$ cat src/rtl/cmt_pkg.sv
package cmt_pkg;

    typedef enum logic [1:0] {
        FLAG_CLEAR  = 2'd0,
        FLAG_UNSEEN = 2'd1,
        FLAG_SEEN   = 2'd2
    } flag_state_t;

    localparam int REG_ADDR_W = 2;

    localparam logic [REG_ADDR_W-1:0] ADDR_CTRL  = 2'd0;
    localparam logic [REG_ADDR_W-1:0] ADDR_COUNT = 2'd1;
    localparam logic [REG_ADDR_W-1:0] ADDR_CMP   = 2'd2;
    localparam logic [REG_ADDR_W-1:0] ADDR_START = 2'd3;

    localparam int FLAG_POS = 7;
    localparam int IE_POS   = 6;

endpackage

$ cat src/rtl/cmt_prescaler.sv
module cmt_prescaler #(
    parameter int N_TAPS      = 4,
    parameter int FIRST_SHIFT = 3,
    parameter int STEP        = 2
) (
    input  logic              clk,
    input  logic              rst_n,
    output logic [N_TAPS-1:0] tick
);
    localparam int PRE_W = FIRST_SHIFT + STEP * (N_TAPS - 1);

    logic [PRE_W-1:0] pre_q;

    always_ff @(posedge clk or negedge rst_n) begin
        if (!rst_n) begin
            pre_q <= '0;
        end else begin
            pre_q <= pre_q + PRE_W'(1);
        end
    end

    // one-cycle pulse when the low SH bits are all ones: period 2**SH
    for (genvar i = 0; i < N_TAPS; i++) begin : g_tap
        localparam int SH = FIRST_SHIFT + STEP * i;
        assign tick[i] = &pre_q[SH-1:0];
    end

endmodule

$ cat src/rtl/cmt_counter.sv
module cmt_counter #(
    parameter int W = 16
) (
    input  logic         clk,
    input  logic         rst_n,
    input  logic         tick_en,
    input  logic         cnt_wr,
    input  logic         cmp_wr,
    input  logic [W-1:0] wdata,
    output logic [W-1:0] cnt_q,
    output logic [W-1:0] cmp_q,
    output logic         match_hit
);
    logic [W-1:0] cnt_next;

    always_comb begin
        if (cnt_q == cmp_q) begin
            cnt_next = '0;
        end else begin
            cnt_next = cnt_q + W'(1);
        end
    end

    // a write replaces the increment, so it also suppresses the match
    assign match_hit = tick_en && !cnt_wr && (cnt_next == cmp_q);

    always_ff @(posedge clk or negedge rst_n) begin
        if (!rst_n) begin
            cnt_q <= '0;
        end else if (cnt_wr) begin
            cnt_q <= wdata;
        end else if (tick_en) begin
            cnt_q <= cnt_next;
        end
    end

    always_ff @(posedge clk or negedge rst_n) begin
        if (!rst_n) begin
            cmp_q <= '1;
        end else if (cmp_wr) begin
            cmp_q <= wdata;
        end
    end

endmodule

$ cat src/rtl/cmt_flag_fsm.sv
module cmt_flag_fsm
    import cmt_pkg::*;
(
    input  logic clk,
    input  logic rst_n,
    input  logic match_hit,
    input  logic status_read,
    input  logic sw_clear,
    input  logic xfer_clear,
    output logic flag,
    output logic seen
);
    flag_state_t state_q;
    flag_state_t state_d;

    always_ff @(posedge clk or negedge rst_n) begin
        if (!rst_n) begin
            state_q <= FLAG_CLEAR;
        end else begin
            state_q <= state_d;
        end
    end

    always_comb begin
        state_d = state_q;
        unique case (state_q)
            FLAG_CLEAR: begin
                if (match_hit) state_d = FLAG_UNSEEN;
            end
            FLAG_UNSEEN: begin
                if (xfer_clear) begin
                    state_d = match_hit ? FLAG_UNSEEN : FLAG_CLEAR;
                end else if (status_read && !match_hit) begin
                    state_d = FLAG_SEEN;
                end
            end
            FLAG_SEEN: begin
                if (sw_clear || xfer_clear) begin
                    state_d = match_hit ? FLAG_UNSEEN : FLAG_CLEAR;
                end
            end
            default: state_d = FLAG_CLEAR;
        endcase
    end

    always_comb begin
        flag = 1'b0;
        seen = 1'b0;
        unique case (state_q)
            FLAG_CLEAR:  ;
            FLAG_UNSEEN: flag = 1'b1;
            FLAG_SEEN: begin
                flag = 1'b1;
                seen = 1'b1;
            end
            default: ;
        endcase
    end

endmodule

$ cat src/rtl/cmt_channel.sv
module cmt_channel
    import cmt_pkg::*;
#(
    parameter int CNT_W      = 16,
    parameter int N_RATES    = 4,
    parameter int RATE_SHIFT = 3,
    parameter int RATE_STEP  = 2
) (
    input  logic                  clk,
    input  logic                  rst_n,
    input  logic                  bus_rd,
    input  logic                  bus_wr,
    input  logic [REG_ADDR_W-1:0] bus_addr,
    input  logic [CNT_W-1:0]      bus_wdata,
    output logic [CNT_W-1:0]      bus_rdata,
    input  logic                  xfer_ack,
    input  logic                  xfer_dis_sel,
    output logic                  irq
);
    localparam int SEL_W = $clog2(N_RATES);

    logic             ie_q;
    logic [SEL_W-1:0] cks_q;
    logic             start_q;
    logic [N_RATES-1:0] rate_tick;
    logic             tick_en;
    logic             ctrl_wr;
    logic             cnt_wr;
    logic             cmp_wr;
    logic             start_wr;
    logic [CNT_W-1:0] cnt_val;
    logic [CNT_W-1:0] cmp_val;
    logic             match_hit;
    logic             flag;
    logic             flag_seen;

    assign ctrl_wr  = bus_wr && (bus_addr == ADDR_CTRL);
    assign cnt_wr   = bus_wr && (bus_addr == ADDR_COUNT);
    assign cmp_wr   = bus_wr && (bus_addr == ADDR_CMP);
    assign start_wr = bus_wr && (bus_addr == ADDR_START);

    cmt_prescaler #(
        .N_TAPS      (N_RATES),
        .FIRST_SHIFT (RATE_SHIFT),
        .STEP        (RATE_STEP)
    ) u_prescaler (
        .clk  (clk),
        .rst_n(rst_n),
        .tick (rate_tick)
    );

    assign tick_en = start_q && rate_tick[cks_q];

    cmt_counter #(
        .W(CNT_W)
    ) u_counter (
        .clk      (clk),
        .rst_n    (rst_n),
        .tick_en  (tick_en),
        .cnt_wr   (cnt_wr),
        .cmp_wr   (cmp_wr),
        .wdata    (bus_wdata),
        .cnt_q    (cnt_val),
        .cmp_q    (cmp_val),
        .match_hit(match_hit)
    );

    cmt_flag_fsm u_flag (
        .clk        (clk),
        .rst_n      (rst_n),
        .match_hit  (match_hit),
        .status_read(bus_rd && (bus_addr == ADDR_CTRL)),
        .sw_clear   (ctrl_wr && !bus_wdata[FLAG_POS]),
        .xfer_clear (xfer_ack && !xfer_dis_sel),
        .flag       (flag),
        .seen       (flag_seen)
    );

    always_ff @(posedge clk or negedge rst_n) begin
        if (!rst_n) begin
            ie_q    <= 1'b0;
            cks_q   <= '0;
            start_q <= 1'b0;
        end else begin
            if (ctrl_wr) begin
                ie_q  <= bus_wdata[IE_POS];
                cks_q <= bus_wdata[SEL_W-1:0];
            end
            if (start_wr) begin
                start_q <= bus_wdata[0];
            end
        end
    end

    always_comb begin
        bus_rdata = '0;
        if (bus_rd) begin
            case (bus_addr)
                ADDR_CTRL: begin
                    bus_rdata[FLAG_POS]  = flag;
                    bus_rdata[IE_POS]    = ie_q;
                    bus_rdata[SEL_W-1:0] = cks_q;
                end
                ADDR_COUNT: bus_rdata = cnt_val;
                ADDR_CMP:   bus_rdata = cmp_val;
                ADDR_START: bus_rdata[0] = start_q;
                default:    bus_rdata = '0;
            endcase
        end
    end

    assign irq = flag && ie_q;

endmodule

$ cat config.mk
export PLATFORM = sky130hd
export DESIGN_NAME = cmt_channel
export DESIGN_NICKNAME = d
export VERILOG_FILES = /design/src/rtl/cmt_pkg.sv /design/src/rtl/cmt_prescaler.sv /design/src/rtl/cmt_counter.sv /design/src/rtl/cmt_flag_fsm.sv /design/src/rtl/cmt_channel.sv
export SDC_FILE = /design/constraint.sdc
export NUM_CORES = 1
export LEC_CHECK = 0
export BUFFER_PORTS_ARGS = -buffer_cell sky130_fd_sc_hd__buf_2
export CORE_MARGIN = 1.5
export CORE_UTILIZATION = 45
export CTS_CLUSTER_DIAMETER = 50
export CTS_CLUSTER_SIZE = 20
export DETAILED_ROUTE_END_ITERATION = 8
export GPL_TIMING_DRIVEN = 1
export SLEW_MARGIN = 10
export SYNTH_ARGS = -nofsm -noshare
export SYNTH_HDL_FRONTEND = slang
export SYNTH_SLANG_ARGS = --single-unit
$ cat constraint.sdc
create_clock -name clk -period 9 [get_ports clk]
set_clock_uncertainty 0.1 [all_clocks]
set_input_delay 0.9 -clock clk [delete_from_list [all_inputs] [get_ports clk]]
set_output_delay 0.9 -clock clk [all_outputs]
set_load 0.05 [all_outputs]
==> results of run 1 <==
worst max-delay path: stages:
cell	delay, ns
buf_2	0.13
inv_1	0.10
ha_1	0.71
a222oi_1	0.18
o21ai_0	0.20
and2_1	0.14
buf_2	0.25
worst min-delay path by stage:
stage,slack [ns],startpoint,cells past startpoint,to
floorplan,0.34,u_prescaler.pre_q[0],1,u_prescaler.pre_q[0]
global placement,0.36,u_prescaler.pre_q[0],1,u_prescaler.pre_q[0]
detailed placement,0.37,u_prescaler.pre_q[6],1,u_prescaler.pre_q[6]
CTS,0.38,u_prescaler.pre_q[6],1,u_prescaler.pre_q[6]
global route,0.40,u_prescaler.pre_q[0],1,u_prescaler.pre_q[0]
finish,0.38,u_prescaler.pre_q[6],1,u_prescaler.pre_q[6]
cells by family after synthesis:
logic type | count (synthesis) | share of synthesized area [%]
AOI/OAI and AO/OA | 94 | 16.93
xor gates and xnor gates | 38 | 10.25
adders and majority gates | 15 | 5.008
buffers and inverters | 39 | 4.941
DFF | 47 | 31.92
muxes | 22 | 6.711
and+or+nand+nor | 153 | 24.24
power by group:
group / switching [W] / total [W] / internal (W)
clock: 0.0000836 / 0.000167 / 0.0000839
combinational: 0.000216 / 0.000397 / 0.000182
sequential: 0.000108 / 0.000372 / 0.000264
layer usage:
| metal | wire length, um | global-route usage [%] | vias to the layer above | part of all wire (%) |
|---|---|---|---|---|
| li1 | - | - | 1527 | - |
| met1 | 4533 | 32.34 | 1595 | 47 |
| met2 | 4471 | 36.81 | 94 | 46 |
| met4 | 161 | 6.219 | 0 | 1.7 |
| met3 | 451 | 3.560 | 14 | 4.7 |
| met5 | 0 | 0 | - | 0 |
final cells by class:
class | count | area (sq um)
repair buffers | 42 | 215.2
clock inverters | 3 | 46.29
inverters | 12 | 45.04
multi-input cells | 322 | 2366
clock buffers | 5 | 68.82
flip-flops and latches | 47 | 1196
well taps | 105 | 131.4
fillers | 768 | 4065
sequential cells by signal (all words and copies together), names as in the netlist:
register	count
u_counter.cnt_q	16
cks_q	2
u_prescaler.pre_q	9
u_counter.cmp_q	16
u_flag.state_q	2
ie_q	1
start_q	1
through the flow:
step	power, W	worst slack, ns	cell area, sq um
after floorplan	0.0006906	5.563	3747
after global placement	0.0007596	5.381	3954
after detailed placement	0.0007679	5.395	3954
after CTS	0.0009359	5.389	4069
after global routing	0.0009967	5.237	4069
final	0.0009370	5.384	4069
cell usage after synthesis (all sizes together), types with 2 or more instances:
library cell	count	area share (%)
nor2	49	4.9
dfrtp	31	21
xnor2	28	6.7
nand2	27	2.7
a21oi	25	3.3
mux2	22	6.7
a22oi	16	3.2
dfstp	16	11
o21ai	16	2.1
ha	15	5.0
buf	14	2.4
nand3	14	2.3
nor3	14	2.4
clkbuf	13	1.3
inv	12	1.2
nand4	12	3.6
a31oi	7	1.2
nor4	7	2.3
xor2	7	1.6
a222oi	4	1.1
or4	4	0.80
a21boi	3	0.60
a21o	3	0.60
and2	3	0.50
and3	3	0.50
nand2b	3	0.50
o21a	3	0.60
or2	3	0.50
or4b	3	0.80
a41oi	2	0.67
nand3b	2	0.40
nor2b	2	0.33
nor3b	2	0.40
o211ai	2	0.53
o22ai	2	0.33
xnor3	2	1.2
==> run summary, run 1 <==
Largest net degree at the start of global routing -> 48
Initial cell density of the core -> 46.07%
CTS resizes -> 0
Syn Inst Count -> 408
Die area -> 8884 sq um
Worst path arrival time -> 2.62 ns
Reg clk slew, reported paths -> 0.10 ns
Leakage -> 1.677 nW
Worst-Skew Late Latency -> 0.31 ns
DRT Pass-1 Iters -> 6
RSZ-0062 raised after global routing -> false
Commonest cells after routing, fill and taps aside -> nor2_1, buf_2, dfrtp_1
CP Launch Type -> input port
Fin Setup TNS -> 0 ns
Layout Cells excl Fill -> 536
#FFs+latches synth -> 47
Max clock buf depth -> 2
Die span in y -> 94.26 um
Critical path class -> input port to output pin
Synth Net Count -> 447
Outcome -> finished, final reports clean
Seq/Total Area, Yosys -> 31.92%
GPL Wtd Cong -> 0.8824
Ports -> 41
# placed instances -> 528
Netlist Area Pre-Place -> 3747 sq um
Synth warn -> 0
DR vias/cell -> 6.026
Syn Area/Cell -> 9.185 sq um
Net count, final -> 469
Start point of the critical path -> bus_addr[0]
HP Class -> flip-flop to flip-flop
Critical path fanouts, max -> 17
Maximum vdd drop -> 0.0001328 V
Slew HR -> 26.62%
Post-DP HPWL -> 6888 um
Worst Setup End Kind -> output pin
Final hold violation count -> 0
Post-route ant nets -> 0
CORE AREA -> 8134 sq um
Final Hold Slack -> 0.3793 ns
Grt total ovfl -> 0
Diode count -> 0
Total number of vias -> 3,230
CP endpoint -> bus_rdata[0]
Final critical-path required period -> 3.616 ns
Overall routing resource usage -> 23.08%
Fmax -> 276.5 MHz
Total Wirelength -> 9618 um
Hold-fix buffers, CTS -> 0
Routed wire per std cell -> 17.94 um
# rows -> 33
Residual DRC -> 0
Least-Margin Pin Slew -> 1.098 ns
CTS Root Cell -> clkbuf_8
Worst R2R Setup Slack -> 5.43 ns
Area growth from synthesis to layout -> 8.581%
Synth cell types -> 70
Vias in the first global route -> 3,077
RR Startpoint -> u_counter.cnt_q[0]
FF-to-FF End -> u_flag.state_q[0]
Starting DRT DRC Count -> 163
WP data required -> 8.00 ns
Ys async rst share -> 100.0%
Max-slew violation count -> 0
Inserted Clock Buffers -> 5
Utilization after layout -> 50.02%
Post-CTS setup buffers -> 0
Die width -> 94.26 um
First-pass GRT wire length -> 15,830 um
H-tree Lvls -> 2
PwrDens -> 230.3 nW/um^2
R2R depth -> 10
Ys flop type -> dfrtp_1
CTS tree -> yes
Total of max-cap violations -> 0
Final worst-path cycle share -> 40.18%
Initial antenna violation count -> 0
# setup viols final -> 0
# port buffers -> 40
Fraction of layout cells with a size suffix above 1 -> 25.29%
Most common cell after layout, fill and taps aside -> nor2_1
EDFF count, synth -> 0
Sink Count -> 47
(Power assumes the default switching activity.)
==> inputs of run 2 (changes only) <==
PLACE_DENSITY = 0.66   (was unset)
clock period = 3.15 ns   (was 9 ns; I/O delays follow)
==> run 2 against run 1 <==
Sequential power rose by 150%. Combinational power rose to 3.9 times the previous value. Total power rose to 3.1 times the previous value. Die area did not move. Critical endpoint is now u_flag.state_q[0].
==> run summary, run 2 (synthesis results as in run 1) <==
# setup viols final -> 0 (unchanged)
Max-slew violation count -> 0 (unchanged)
Leakage -> 1.936 nW (+15%)
RR Startpoint -> u_counter.cmp_q[7]
CTS Root Cell -> clkbuf_8
Initial cell density of the core -> 46.07% (unchanged)
Critical path class -> flip-flop to flip-flop
Starting DRT DRC Count -> 241 (+48%)
Most common cell after layout, fill and taps aside -> nor2_1
Layout Cells excl Fill -> 582 (+8.6%)
Overall routing resource usage -> 23.69% (+0.62 points)
First-pass GRT wire length -> 16,290 um (+2.9%)
Sink Count -> 47 (unchanged)
# rows -> 33 (unchanged)
Slew HR -> 28.24% (+1.6 points)
Final worst-path cycle share -> 98.15%
Commonest cells after routing, fill and taps aside -> nor2_1, buf_4, buf_2
Die span in y -> 94.26 um (unchanged)
Routed wire per std cell -> 17.23 um (-4.0%)
Maximum vdd drop -> 0.0003219 V (+140%)
# port buffers -> 40 (unchanged)
Final hold violation count -> 0 (unchanged)
Initial antenna violation count -> 0 (unchanged)
DRT Pass-1 Iters -> 5 (-1)
Total of max-cap violations -> 0 (unchanged)
Critical path fanouts, max -> 7 (-10)
Net count, final -> 515 (+9.8%)
Top Family by Delay on Critical Path -> simple AND/OR/NAND/NOR gates
Final critical-path required period -> 3.092 ns
Worst path arrival time -> 3.20 ns (+0.58 ns)
Vias in the first global route -> 3,178 (+3.3%)
WP data required -> 3.26 ns (-4.74 ns)
Total Wirelength -> 10,030 um (+4.3%)
# placed instances -> 570 (+8.0%)
Worst-Skew Late Latency -> 0.31 ns (about the same)
Worst path cell trace -> xnor2_1 > nand4_1 > or4_4 > buf_4 > a21o_1 > nand4_1 > nor4_4 > and4b_1 > nor3_2 > mux2_4
PnR worst setup slack -> 0.05820 ns (-5.325 ns)
Worst R2R Setup Slack -> 0.06 ns (-5.37 ns)
Reg clk slew, reported paths -> 0.10 ns (about the same)
Post-DP HPWL -> 7536 um (+9.4%)
H-tree Lvls -> 2 (unchanged)
Fin Setup TNS -> 0 ns (unchanged)
Residual DRC -> 0 (unchanged)
Largest net degree at the start of global routing -> 48 (unchanged)
Grt total ovfl -> 0 (unchanged)
Inserted Clock Buffers -> 5 (unchanged)
Fraction of layout cells with a size suffix above 1 -> 33.96% (+8.7 points)
PwrDens -> 658.5 nW/um^2 (+190%)
Biggest regs -> u_counter.cmp_q (16), u_counter.cnt_q (16), u_prescaler.pre_q (9)
Area growth from synthesis to layout -> 19.37%
Place WS -> -0.04552 ns (-5.440 ns)
Die area -> 8884 sq um (unchanged)
Utilization after layout -> 54.99% (+5.0 points)
Max clock buf depth -> 2 (unchanged)
Crit-path slowest cell -> dfstp_2
Slowest cell delay on critical path -> 0.61 ns (-0.10 ns)
Post-route ant nets -> 0 (unchanged)
Least-Margin Pin Slew -> 1.076 ns (-0.02168 ns)
RSZ-0062 raised after global routing -> true
Worst path bufs/invs -> 1 (-2)
CORE AREA -> 8134 sq um (unchanged)
CP Launch Type -> flip-flop
Crit-path most repeated cell -> nand4_1
Die width -> 94.26 um (unchanged)
Total number of vias -> 3,385 (+4.8%)
CTS tree -> yes
Outcome -> finished, final reports clean
Diode count -> 0 (unchanged)
GPL Wtd Cong -> 0.9410 (+6.6%)
Fmax -> 323.4 MHz
DR vias/cell -> 5.816 (-3.5%)
Start point of the critical path -> u_counter.cmp_q[7]
Ports -> 41 (unchanged)
Final Hold Slack -> 0.09081 ns (-0.2885 ns)
HP Class -> input port to asynchronous set/reset pin
Worst Setup End Kind -> flip-flop
==> run 2: changes by cell type in the layout (fill, tap and decap cells not counted), sizes merged <==
| cell | change |
|---|---|
| buf | +46 |
| clkinv | +1 |
| clkinvlp | -1 |
==> run 2: path summary, 6_finish.rpt <==
check                                        to  cells after the start
setup / recovery              u_flag.state_q[0]                     10
hold / removal                             ie_q                      1
setup reg to reg              u_flag.state_q[0]                     10
hold reg to reg            u_prescaler.pre_q[0]                      1
max in group asynchronous    u_counter.cnt_q[8]                      1
min in group clk             u_counter.cmp_q[4]                      2
==> run 2: final cells by class <==
| cell class | count | area, sq um |
|---|---|---|
| clock inverters | 3 | 47.55 |
| flip-flops and latches | 47 | 1196 |
| well taps | 105 | 131.4 |
| repair buffers | 88 | 573.1 |
| inverters | 12 | 45.04 |
| clock buffers | 5 | 68.82 |
| fillers | 722 | 3661 |
| multi-input cells | 322 | 2411 |
==> run 2: metal layers <==
metal | part of all wire, % | global-route usage [%]
met1 | 47 | 33.70
met2 | 48 | 37.59
met3 | 4.7 | 3.803
met4 | 0.98 | 5.348
met5 | 0 | 0
==> run 2: metrics by stage <==
stage                     area [sq um]  power [W]
after detailed placement          4282   0.002401
after CTS                         4423   0.002902
after global routing              4473   0.003135
after global placement            4282   0.002379
after floorplan                   3747   0.001973
final                             4473   0.002946
==> run 2: power breakdown <==
group	internal [W]	switching, W	total [W]	leakage [nW]
sequential	0.000755	0.000171	0.000926	0.529
combinational	0.000716	0.000830	0.00155	1.35
clock	0.000241	0.000233	0.000474	0.0587
total	0.00171	0.00123	0.00295	1.94
==> run 2: repair_timing <==
item	CTS	global route
pin swaps	0	4
endpoints found under the setup margin	1	2
setup buffers	0	4
hold buffers	0	0
resized for setup	4	6
==> inputs of run 3 (changes only) <==
SETUP_SLACK_MARGIN = 0.4   (was unset)
==> run 3 against run 2 <==
Critical path depth shrank 1. Routed wire length is 5.7% higher. Design area is 4.5% higher. Die area unchanged. Sequential share of layout area decreased by 0.89 points. Clock power barely moved. Largest cell class unchanged. Critical endpoint unchanged. Register-to-register slack improved by 0.04 ns. Sequential cell count did not move.
==> run summary, run 3 (synthesis results as in run 1) <==
Max clock buf depth -> 2 (unchanged)
Worst Setup End Kind -> flip-flop
Post-DP HPWL -> 7497 um (-0.52%)
Worst path arrival time -> 3.15 ns (-0.05 ns)
Least-Margin Pin Slew -> 0.7612 ns (-0.3152 ns)
# rows -> 33 (unchanged)
Critical path fanouts, max -> 5 (-2)
Vias in the first global route -> 3,279 (+3.2%)
CP Launch Type -> flip-flop
CORE AREA -> 8134 sq um (unchanged)
# setup viols final -> 0 (unchanged)
Final worst-path cycle share -> 96.73% (-1.4 points)
Sink Count -> 47 (unchanged)
Max-slew violation count -> 0 (unchanged)
Sequential power share -> 31.6% (+0.2 points)
Biggest regs -> u_counter.cmp_q (16), u_counter.cnt_q (16), u_prescaler.pre_q (9)
Critical path class -> flip-flop to flip-flop
WP data required -> 3.25 ns (about the same)
Fin Setup TNS -> 0 ns (unchanged)
GPL Wtd Cong -> 0.9537 (+1.3%)
Int Pwr -> 0.001786 W (+4.3%)
DR vias/cell -> 5.927 (+1.9%)
Inserted Clock Buffers -> 5 (unchanged)
Initial cell density of the core -> 46.07% (unchanged)
H-tree Lvls -> 2 (unchanged)
Comb power frac -> 52.9% (+0.4 points)
Die span in y -> 94.26 um (unchanged)
Reg clk slew, reported paths -> 0.10 ns (about the same)
Total of max-cap violations -> 0 (unchanged)
Worst-Skew Late Latency -> 0.31 ns (about the same)
Commonest cells after routing, fill and taps aside -> buf_4, nor2_1, buf_2
Clk pwr share -> 15.5% (-0.6 points)
Leakage -> 2.022 nW (+4.5%)
GRT Max-Usage Layer -> met2
Largest net degree at the start of global routing -> 35 (-27%)
Net Switching -> 0.001273 W (+3.2%)
Slowest cell delay on critical path -> 0.65 ns (+0.04 ns)
Worst R2R Setup Slack -> 0.10 ns (+0.04 ns)
DRT Pass-1 Iters -> 5 (unchanged)
Starting DRT DRC Count -> 261 (+8.3%)
CTS Root Cell -> clkbuf_8
RSZ-0062 raised after global routing -> true
Die area -> 8884 sq um (unchanged)
Met1 usage -> 33.71% (about the same)
# port buffers -> 40 (unchanged)
Overall routing resource usage -> 24.48% (+0.79 points)
Top Family by Delay on Critical Path -> simple AND/OR/NAND/NOR gates
Net count, final -> 532 (+3.3%)
Total number of vias -> 3,550 (+4.9%)
PwrDens -> 654.2 nW/um^2 (-0.65%)
Grt total ovfl -> 0 (unchanged)
Met3 track demand over resource -> 2.913% (-0.89 points)
Final hold violation count -> 0 (unchanged)
Worst path cell trace -> xnor2_2 > nand4_1 > or4_4 > o2111a_1 > a211oi_2 > nor4_4 > and4b_1 > nor3_2 > mux2_4
Switch share -> 41.61% (-0.26 points)
Met2 Use GR -> 40.59% (+3.0 points)
Residual DRC -> 0 (unchanged)
Ports -> 41 (unchanged)
Area growth from synthesis to layout -> 24.77%
Slew HR -> 49.25% (+21 points)
Fmax -> 328.2 MHz (+1.5%)
Maximum vdd drop -> 0.0003773 V (+17%)
Outcome -> finished, final reports clean
CTS tree -> yes
Diode count -> 0 (unchanged)
Initial antenna violation count -> 0 (unchanged)
Post-route ant nets -> 0 (unchanged)
Routed wire per std cell -> 17.70 um (+2.7%)
Worst path bufs/invs -> 0 (-1)
Total Wirelength -> 10,600 um (+5.7%)
Crit-path slowest cell -> or4_4
Final critical-path required period -> 3.047 ns (-0.04475 ns)
First-pass GRT wire length -> 16,760 um (+2.9%)
Fraction of layout cells with a size suffix above 1 -> 39.27% (+5.3 points)
Overall Power -> 0.003059 W (+3.8%)
Die width -> 94.26 um (unchanged)
Most common cell after layout, fill and taps aside -> buf_4
HP Class -> input port to flip-flop
run 3: cell types whose count changed in the layout (fill, tap and decap cells not counted), moves of 2 or more:
cell	before	now
dfrtp_1	31	21
dfrtp_2	0	10
xnor2_1	26	24
buf_4	47	61
run 3: power by group through the flow:
| stage | registers [W] | logic (W) | clock network, W |
|---|---|---|---|
| floorplan | 0.000877 | 0.00115 | 0 |
| global placement | 0.000985 | 0.00139 | 0 |
| detailed placement | 0.000991 | 0.00140 | 0 |
| CTS | 0.000957 | 0.00157 | 0.000486 |
| global route | 0.000985 | 0.00174 | 0.000504 |
| finish | 0.000966 | 0.00162 | 0.000474 |
run 3: cell type report:
class,count,area [sq um]
inverter,12,45.04
multi-input combinational,323,2475
timing repair buffer,104,699.4
sequential,47,1209
tap,105,131.4
clock inverter,3,47.55
fill,723,3458
clock buffer,5,68.82
run 3: path summary, 6_finish.rpt:
path                                 startpoint  depth (start not counted)                    to
setup reg to reg            u_counter.cmp_q[13]                          9     u_flag.state_q[0]
hold reg to reg            u_prescaler.pre_q[6]                          1  u_prescaler.pre_q[6]
min in group asynchronous                 rst_n                          2    u_counter.cnt_q[9]
setup / recovery            u_counter.cmp_q[13]                          9     u_flag.state_q[0]
hold / removal                     bus_wdata[3]                          2    u_counter.cmp_q[3]
max in group asynchronous                 rst_n                          3    u_counter.cmp_q[5]
run 3: what timing repair did:
item	4_1_cts	5_1_grt
hold endpoints to repair	21	0
gates cloned	1	0
buffers inserted	19	5
pin swaps	4	3
endpoints found under the setup margin	2	2
hold buffers	1	0
gates resized for setup	15	4
run 3: per-stage QoR:
stage,hold slack (ns),utilization [%],std cells,setup WS [ns],cell area (sq um)
CTS,0.1442,56.78,594,0.1453,4618
finish,0.1478,57.48,599,0.1029,4676
global placement,0.3230,52.53,565,0.05748,4273
global route,0.1436,57.48,599,0.009534,4676
detailed placement,0.3266,52.53,565,0.05638,4273
floorplan,-0.08059,-,408,0.3244,3801
run 3: metal layers:
layer	wire length, um	up-vias
li1	-	1658
met1	4879	1734
met2	4979	146
met3	591	12
met4	151	0
met5	0	-
